### src/rtl/pl_pkg.sv
package pl_pkg;

    typedef enum logic [2:0] {
        ST_IDLE,
        ST_ARMED,
        ST_LOAD,
        ST_FLUSH,
        ST_PROG
    } pl_state_e;

endpackage

### src/rtl/ce_edge.sv
module ce_edge (
    input  logic clk,
    input  logic rst_n,
    input  logic ce_n_i,
    output logic fall_o,
    output logic rise_o
);
    logic ce_q;

    always_ff @(posedge clk or negedge rst_n) begin
        if (!rst_n) ce_q <= 1'b1;
        else        ce_q <= ce_n_i;
    end

    assign fall_o = ce_q & ~ce_n_i;
    assign rise_o = ~ce_q & ce_n_i;

    // A falling edge leaves the strobe low, so no second fall can follow at once
    AST_NO_DOUBLE_FALL: assert property (@(posedge clk) disable iff (!rst_n)
        fall_o |=> !fall_o);

endmodule

### src/rtl/span_timer.sv
module span_timer #(
    parameter int LIMIT = 32
) (
    input  logic clk,
    input  logic rst_n,
    input  logic restart_i,
    input  logic run_i,
    output logic expired_o
);
    localparam int CW = $clog2(LIMIT + 1);

    logic [CW-1:0] cnt_q;

    assign expired_o = run_i && (cnt_q == CW'(LIMIT - 1));

    always_ff @(posedge clk or negedge rst_n) begin
        if (!rst_n)                    cnt_q <= '0;
        else if (restart_i)            cnt_q <= '0;
        else if (run_i && !expired_o)  cnt_q <= cnt_q + 1'b1;
    end

    AST_CNT_IN_RANGE: assert property (@(posedge clk) disable iff (!rst_n)
        cnt_q < CW'(LIMIT));

endmodule

### src/rtl/word_store.sv
module word_store #(
    parameter int DATA_W = 16,
    parameter int OFS_W  = 6
) (
    input  logic              clk,
    input  logic              rst_n,
    input  logic              clear_i,
    input  logic              we_i,
    input  logic [OFS_W-1:0]  waddr_i,
    input  logic [DATA_W-1:0] wdata_i,
    input  logic [OFS_W-1:0]  raddr_i,
    output logic [DATA_W-1:0] rdata_o,
    output logic              rvalid_o
);
    localparam int WORDS = 1 << OFS_W;

    logic [DATA_W-1:0] mem_q [WORDS];
    logic [WORDS-1:0]  valid_q;

    always_ff @(posedge clk) begin
        if (we_i) mem_q[waddr_i] <= wdata_i;
    end

    for (genvar g = 0; g < WORDS; g++) begin : g_valid
        always_ff @(posedge clk or negedge rst_n) begin
            if (!rst_n)                                       valid_q[g] <= 1'b0;
            else if (clear_i)                                 valid_q[g] <= 1'b0;
            else if (we_i && (waddr_i == OFS_W'(g)))          valid_q[g] <= 1'b1;
        end
    end

    assign rdata_o  = mem_q[raddr_i];
    assign rvalid_o = valid_q[raddr_i];

    AST_SLOT_MARKED: assert property (@(posedge clk) disable iff (!rst_n)
        (we_i && !clear_i) |=> valid_q[$past(waddr_i)]);

endmodule

### src/rtl/page_loader.sv
module page_loader #(
    parameter int ADDR_W      = 20,
    parameter int DATA_W      = 16,
    parameter int OFS_W       = 6,
    parameter int TIMEOUT_CYC = 32,
    parameter int PROG_CYC    = 40
) (
    input  logic                      clk,
    input  logic                      rst_n,
    input  logic                      arm_i,
    input  logic                      clr_fail_i,
    input  logic                      ce_n_i,
    input  logic                      oe_n_i,
    input  logic [ADDR_W-1:0]         addr_i,
    input  logic [DATA_W-1:0]         data_i,
    output logic                      wr_en_o,
    output logic [ADDR_W-1:0]         wr_addr_o,
    output logic [DATA_W-1:0]         wr_data_o,
    output logic [ADDR_W-OFS_W-1:0]   page_o,
    output logic                      busy_o,
    output logic                      done_o,
    output logic                      fail_o
);
    import pl_pkg::*;

    localparam int PAGE_W = ADDR_W - OFS_W;
    localparam logic [OFS_W-1:0] IDX_LAST = {OFS_W{1'b1}};

    pl_state_e state_q, state_d;

    logic              ce_fall, ce_rise, load_fall, page_bad;
    logic              win_run, win_exp, prog_go, prog_exp;
    logic              st_we, st_clear, st_rvalid;
    logic [DATA_W-1:0] st_rdata;

    logic [PAGE_W-1:0] page_q;
    logic [OFS_W-1:0]  ofs_q;
    logic [OFS_W-1:0]  idx_q;
    logic              pulse_q;
    logic              fail_q;
    logic              done_q;
    logic              wr_en_q;
    logic [ADDR_W-1:0] wr_addr_q;
    logic [DATA_W-1:0] wr_data_q;

    ce_edge u_edge (
        .clk    (clk),
        .rst_n  (rst_n),
        .ce_n_i (ce_n_i),
        .fall_o (ce_fall),
        .rise_o (ce_rise)
    );

    assign load_fall = ce_fall && oe_n_i;
    assign page_bad  = addr_i[ADDR_W-1:OFS_W] != page_q;

    assign win_run = (state_q == ST_LOAD) && !pulse_q;
    assign prog_go = (state_q == ST_FLUSH) && (idx_q == IDX_LAST);

    span_timer #(.LIMIT(TIMEOUT_CYC)) u_window (
        .clk       (clk),
        .rst_n     (rst_n),
        .restart_i (ce_rise),
        .run_i     (win_run),
        .expired_o (win_exp)
    );

    span_timer #(.LIMIT(PROG_CYC)) u_period (
        .clk       (clk),
        .rst_n     (rst_n),
        .restart_i (prog_go),
        .run_i     (state_q == ST_PROG),
        .expired_o (prog_exp)
    );

    assign st_we    = (state_q == ST_LOAD) && ce_rise && pulse_q;
    assign st_clear = (state_q == ST_IDLE) && arm_i && !fail_q;

    word_store #(.DATA_W(DATA_W), .OFS_W(OFS_W)) u_store (
        .clk      (clk),
        .rst_n    (rst_n),
        .clear_i  (st_clear),
        .we_i     (st_we),
        .waddr_i  (ofs_q),
        .wdata_i  (data_i),
        .raddr_i  (idx_q),
        .rdata_o  (st_rdata),
        .rvalid_o (st_rvalid)
    );

    // State register
    always_ff @(posedge clk or negedge rst_n) begin
        if (!rst_n) state_q <= ST_IDLE;
        else        state_q <= state_d;
    end

    // Transitions
    always_comb begin
        state_d = state_q;
        unique case (state_q)
            ST_IDLE:  if (arm_i && !fail_q) state_d = ST_ARMED;
            ST_ARMED: if (load_fall)        state_d = ST_LOAD;
            ST_LOAD: begin
                if (load_fall && page_bad)  state_d = ST_IDLE;
                else if (!load_fall && win_exp) state_d = ST_FLUSH;
            end
            ST_FLUSH: if (idx_q == IDX_LAST) state_d = ST_PROG;
            ST_PROG:  if (prog_exp)          state_d = ST_IDLE;
            default:                         state_d = ST_IDLE;
        endcase
    end

    // Datapath and outputs
    always_ff @(posedge clk or negedge rst_n) begin
        if (!rst_n) begin
            page_q    <= '0;
            ofs_q     <= '0;
            idx_q     <= '0;
            pulse_q   <= 1'b0;
            fail_q    <= 1'b0;
            done_q    <= 1'b0;
            wr_en_q   <= 1'b0;
            wr_addr_q <= '0;
            wr_data_q <= '0;
        end else begin
            done_q  <= 1'b0;
            wr_en_q <= 1'b0;
            if (clr_fail_i) fail_q <= 1'b0;
            if (state_q == ST_IDLE) begin
                idx_q   <= '0;
                pulse_q <= 1'b0;
            end else if (state_q == ST_ARMED) begin
                if (load_fall) begin
                    page_q  <= addr_i[ADDR_W-1:OFS_W];
                    ofs_q   <= addr_i[OFS_W-1:0];
                    pulse_q <= 1'b1;
                end
            end else if (state_q == ST_LOAD) begin
                if (load_fall && page_bad) begin
                    fail_q  <= 1'b1;
                    pulse_q <= 1'b0;
                end else if (load_fall) begin
                    ofs_q   <= addr_i[OFS_W-1:0];
                    pulse_q <= 1'b1;
                end else if (ce_rise) begin
                    pulse_q <= 1'b0;
                end
            end else if (state_q == ST_FLUSH) begin
                wr_en_q   <= st_rvalid;
                wr_addr_q <= {page_q, idx_q};
                wr_data_q <= st_rdata;
                idx_q     <= idx_q + 1'b1;
            end else if (state_q == ST_PROG) begin
                if (prog_exp) done_q <= 1'b1;
            end
        end
    end

    assign wr_en_o   = wr_en_q;
    assign wr_addr_o = wr_addr_q;
    assign wr_data_o = wr_data_q;
    assign page_o    = page_q;
    assign busy_o    = state_q != ST_IDLE;
    assign done_o    = done_q;
    assign fail_o    = fail_q;

    AST_WRITE_WHILE_BUSY: assert property (@(posedge clk) disable iff (!rst_n)
        wr_en_o |-> busy_o);
    AST_WRITE_IN_PAGE: assert property (@(posedge clk) disable iff (!rst_n)
        wr_en_o |-> (wr_addr_o[ADDR_W-1:OFS_W] == page_o));
    AST_DONE_SINGLE: assert property (@(posedge clk) disable iff (!rst_n)
        done_o |=> !done_o);
    AST_DONE_ENDS_BUSY: assert property (@(posedge clk) disable iff (!rst_n)
        done_o |-> !busy_o);
    AST_FAIL_HOLDS: assert property (@(posedge clk) disable iff (!rst_n)
        (fail_o && !clr_fail_i) |=> fail_o);
    AST_FAIL_NO_WRITE: assert property (@(posedge clk) disable iff (!rst_n)
        fail_o |-> !wr_en_o);
    AST_ARM_BLOCKED: assert property (@(posedge clk) disable iff (!rst_n)
        (!busy_o && fail_o && arm_i) |=> !busy_o);
    AST_PAGE_HELD: assert property (@(posedge clk) disable iff (!rst_n)
        (state_q == ST_FLUSH) |=> $stable(page_o));

endmodule

### config.mk
export PLATFORM = sky130hd
export DESIGN_NAME = page_loader
export DESIGN_NICKNAME = d
export VERILOG_FILES = /design/src/rtl/pl_pkg.sv /design/src/rtl/ce_edge.sv /design/src/rtl/span_timer.sv /design/src/rtl/word_store.sv /design/src/rtl/page_loader.sv
export SDC_FILE = /design/constraint.sdc
export NUM_CORES = 1
export LEC_CHECK = 0
export ABC_CLOCK_PERIOD_IN_PS = 2910
export BUFFER_PORTS_ARGS = -buffer_cell sky130_fd_sc_hd__buf_2
export CORE_MARGIN = 2
export CORE_UTILIZATION = 60
export DETAILED_ROUTE_END_ITERATION = 8
export PLACE_DENSITY = 0.77
export SLEW_MARGIN = 25
export SYNTH_ARGS = -nofsm -noshare
export SYNTH_HDL_FRONTEND = slang
export SYNTH_SLANG_ARGS = --single-unit
### constraint.sdc
create_clock -name clk -period 2.91 [get_ports clk]
set_clock_uncertainty 0.1 [all_clocks]
set_input_delay 0.582 -clock clk [delete_from_list [all_inputs] [get_ports clk]]
set_output_delay 0.582 -clock clk [all_outputs]
set_load 0.01 [all_outputs]
==> summary.txt <==
Run status
  – Status: completed

Yosys
  – Number of synthesis warnings: 0
  – Yosys top cell area share: 0.678
  – Post-Synth Adder-Cell Area: 0.000828
  – Dominant cells by area after synthesis: edfxtp_1, mux4_2, dfrtp_1
  – Net count after synthesis: 2,299
  – Mux cell area share after synthesis: 0.149
  – Simple-gate share of the synthesized area: 0.0261
  – Seq/Total Area, Yosys: 0.759
  – Largest family of logic cells by synthesized area: multiplexers
  – Most frequent cell after synthesis: edfxtp_1
  – Mean Syn Cell Area: 20.1 sq um
  – #FFs+latches synth: 1,170
  – FFs w/ async S/R, synth: 0.125
  – EDFF count, synth: approximately 1,000
  – Post-synthesis xor/xnor area fraction: 0.00425
  – Most frequent cells after synthesis: edfxtp_1, mux4_2, dfrtp_1
  – Netlist cell types: 48
  – Prevailing post-synth register cell: edfxtp_1
  – Area leader, netlist: edfxtp_1
  – Mapped Area: about 45,000 sq um
  – Post-Syn Instances: 2,254
  – Compound-Gate Fraction of Synth Area: 0.0452

Worst setup path
  – Crit. path cell count: 7
  – Worst R2R Start: state_q[0]
  – Crit-path cells: nor2_1 > nand4_1 > buf_4 > nor3_1 > nand3_1 > nor2_1 > buf_12
  – R2R Setup Slk: 10 ps
  – Critical path capture point: u_store.mem_q[11][12]
  – Reg2Reg Depth: 7
  – Crit-path max cell delay: 490 ps
  – Crit-path leading delay family: simple AND/OR/NAND/NOR gates
  – Slowest CP cell: dfrtp_1
  – Critical path required time: ~3200 ps
  – Crit Path Category: reg2reg
  – Worst endpoint data arrival time: 3170 ps
  – Critical Path Sink Type: flip-flop
  – Worst setup SP type: flip-flop
  – Top cell by count, worst path: nor2_1
  – CP bufs+invs: 2
  – CP startpoint: state_q[0]
  – Reg-to-reg endpoint: u_store.mem_q[11][12]
  – Critical Path Fanout Max: 17

Die
  – Num rows: 100
  – Area of the die: 77,800 sq um
  – Initial core utilization: 0.608
  – Die X: 279 um
  – Die Ht: about 280 um
  – I/O pin count: 96
  – CORE AREA: between 70,000 and 80,000 sq um

Job
  – Max-cap violation count: 0

STA
  – Pins Over Slew Limit: 0
  – Final setup vio count: 0
  – Setup tns final: 0 ps
  – Min Tclk post-route: ~2900 ps
  – Slew Limit Headroom: 0.313
  – Worst-margin pin slew: 1030 ps
  – RSZ-0062 raised after global routing: true
  – Fmax: roughly 340 MHz
  – Final setup margin: 10.2 ps
  – Final period util: 0.996
  – Final Hold Viols: 0

GRT
  – Vias in the first global route: 24,800
  – Total grt overflow: 0
  – All-layer global routing usage: 0.295
  – Global-route wire length before repair: 165,000 um
  – Initial antenna violation count: 3
  – Largest net degree at the start of global routing: 65

Detailed routing
  – Detailed Route WL: 113,000 um
  – Routed Antenna Nets: 0
  – Avg Vias per Cell: between 6 and 7
  – DR iter-0 viols: 3,137
  – Wire per inst: 31.5 um
  – Vias: 24,400
  – First drt pass iteration count: 6
  – # DRC: 0

Power
  – Power per Cell Area: between 700 and 800 nW/um^2
  – Static Leak: 17.5 nW
  – Final Power: 40.3 mW
  – Max IR drop VDD: 0.613 mV

CTS
  – Skew-Pair Late Insertion Delay: 690 ps
  – H-tree Lvls: 3
  – Clk sinks: 1,170
  – Num CTS Buffers: 110
  – Clock buffer depth: 3
  – Post CTS Setup Buffer Count: 0
  – CTS tree: built
  – Reg clk slew, reported paths: 60 ps
  – Clock root cell: clkbuf_16

Final layout
  – Final nets: 2,583
  – Synth-to-layout area growth: 16.3%
  – Layout cells sized above 1: 0.281

Placed design
  – HPWL after detailed placement: 67,800 um
  – Routability cong.: 0.872
  – Dpl ws: -122 ps
  – I/O Buffers: 95

Min path
  – Hold depth: 2
  – Worst Hold Class: in2reg
## placed cells by master, fill, tap and decap left out, types with 19 or more instances in the layout
cell | Yosys | routed
nand2_1 | 107 | 107
buf_4 | 16 | 119
clkbuf_1 | 56 | 22
a211oi_1 | 28 | 28
mux4_2 | 244 | 244
o21a_1 | 72 | 72
clkinv_1 | 0 | 19
xor2_1 | 21 | 21
o21ai_0 | 22 | 22
clkinv_2 | 0 | 22
o22ai_1 | 19 | 19
dfrtp_1 | 145 | 141
buf_12 | 0 | 76
a21oi_1 | 35 | 35
buf_2 | 33 | 94
mux2_2 | 21 | 21
edfxtp_1 | 1024 | 1024
nor2_1 | 89 | 88
clkbuf_16 | 0 | 114
a22oi_1 | 39 | 38
mux2i_1 | 103 | 103
## what timing repair did
action,in CTS,in global routing
resized for setup,3,11
hold buffers,3,0
endpoints found under the hold margin,47,0
cloned,0,1
endpoints found under the setup margin,2,10
## worst min path at each step
| stage | start | to | slack [ps] |
|---|---|---|---|
| floorplan | rst_n | done_o | 190 |
| global placement | wr_addr_o[19] | wr_addr_o[19] | 350 |
| detailed placement | wr_addr_o[18] | wr_addr_o[18] | 360 |
| CTS | addr_i[5] | ofs_q[5] | 8 |
| global route | addr_i[5] | ofs_q[5] | 30 |
| finish | addr_i[5] | ofs_q[5] | 30 |
## area by class of cell
cell class / instances / area (sq um)
tap: 969 / 1210
fill: 4206 / 21900
multi-input combinational: 950 / 10300
timing repair buffer: 299 / 3070
sequential: 1170 / 34400
antenna: 1 / 2.50
clock buffer: 142 / 3010
inverter: 7 / 26.3
clock inverter: 66 / 701
## power by group
group / switching [mW] / internal [mW]
clock: 6.11 / 8.53
combinational: 3.43 / 3.08
sequential: 0.516 / 18.6
total: 10.1 / 30.2
## through the flow
step / cells / cell area (sq um) / utilization / hold slack (ps)
after global placement: 3390 / 48900 / 0.655 / 352
after detailed placement: 3391 / 48900 / 0.656 / 359
after floorplan: 2254 / 45300 / - / 186
final: 3604 / 52700 / 0.707 / 32.3
after global routing: 3603 / 52700 / 0.707 / 25.4
after CTS: 3602 / 52600 / 0.706 / 8.45
## state kept, by name (all words and copies together), names as in the netlist
register,flops
page_o,14
u_store.valid_q,64
ofs_q,6
u_period.cnt_q,6
u_edge.ce_q,1
wr_addr_o,20
done_o,1
wr_en_o,1
idx_q,6
u_store.mem_q,1024
u_window.cnt_q,6
fail_o,1
wr_data_o,16
pulse_q,1
state_q,3
## metal layers
layer / track usage / up-vias / part of all wire
met2: 0.475 / 1639 / 0.49
met1: 0.401 / 12700 / 0.36
met4: 0.116 / 2 / 0.037
met5: 0 / - / 0.00011
met3: 0.0649 / 252 / 0.11
li1: - / 9819 / -
## worst register-to-register path, stage by stage, from the launching register on
cell,delay (ps)
dfrtp_1,490
nor2_1,270
nand4_1,140
buf_4,210
nor3_1,330
nand3_1,470
nor2_1,340
buf_12,220
## kinds of logic after synthesis
logic type	Yosys count
adders and majority gates	3
muxes	368
xor gates and xnor gates	22
AOI/OAI and AO/OA	286
and+or+nand+nor	271
buffers and inverters	134
DFF	1170
Note: power is estimated with default switching activity, not from simulation.
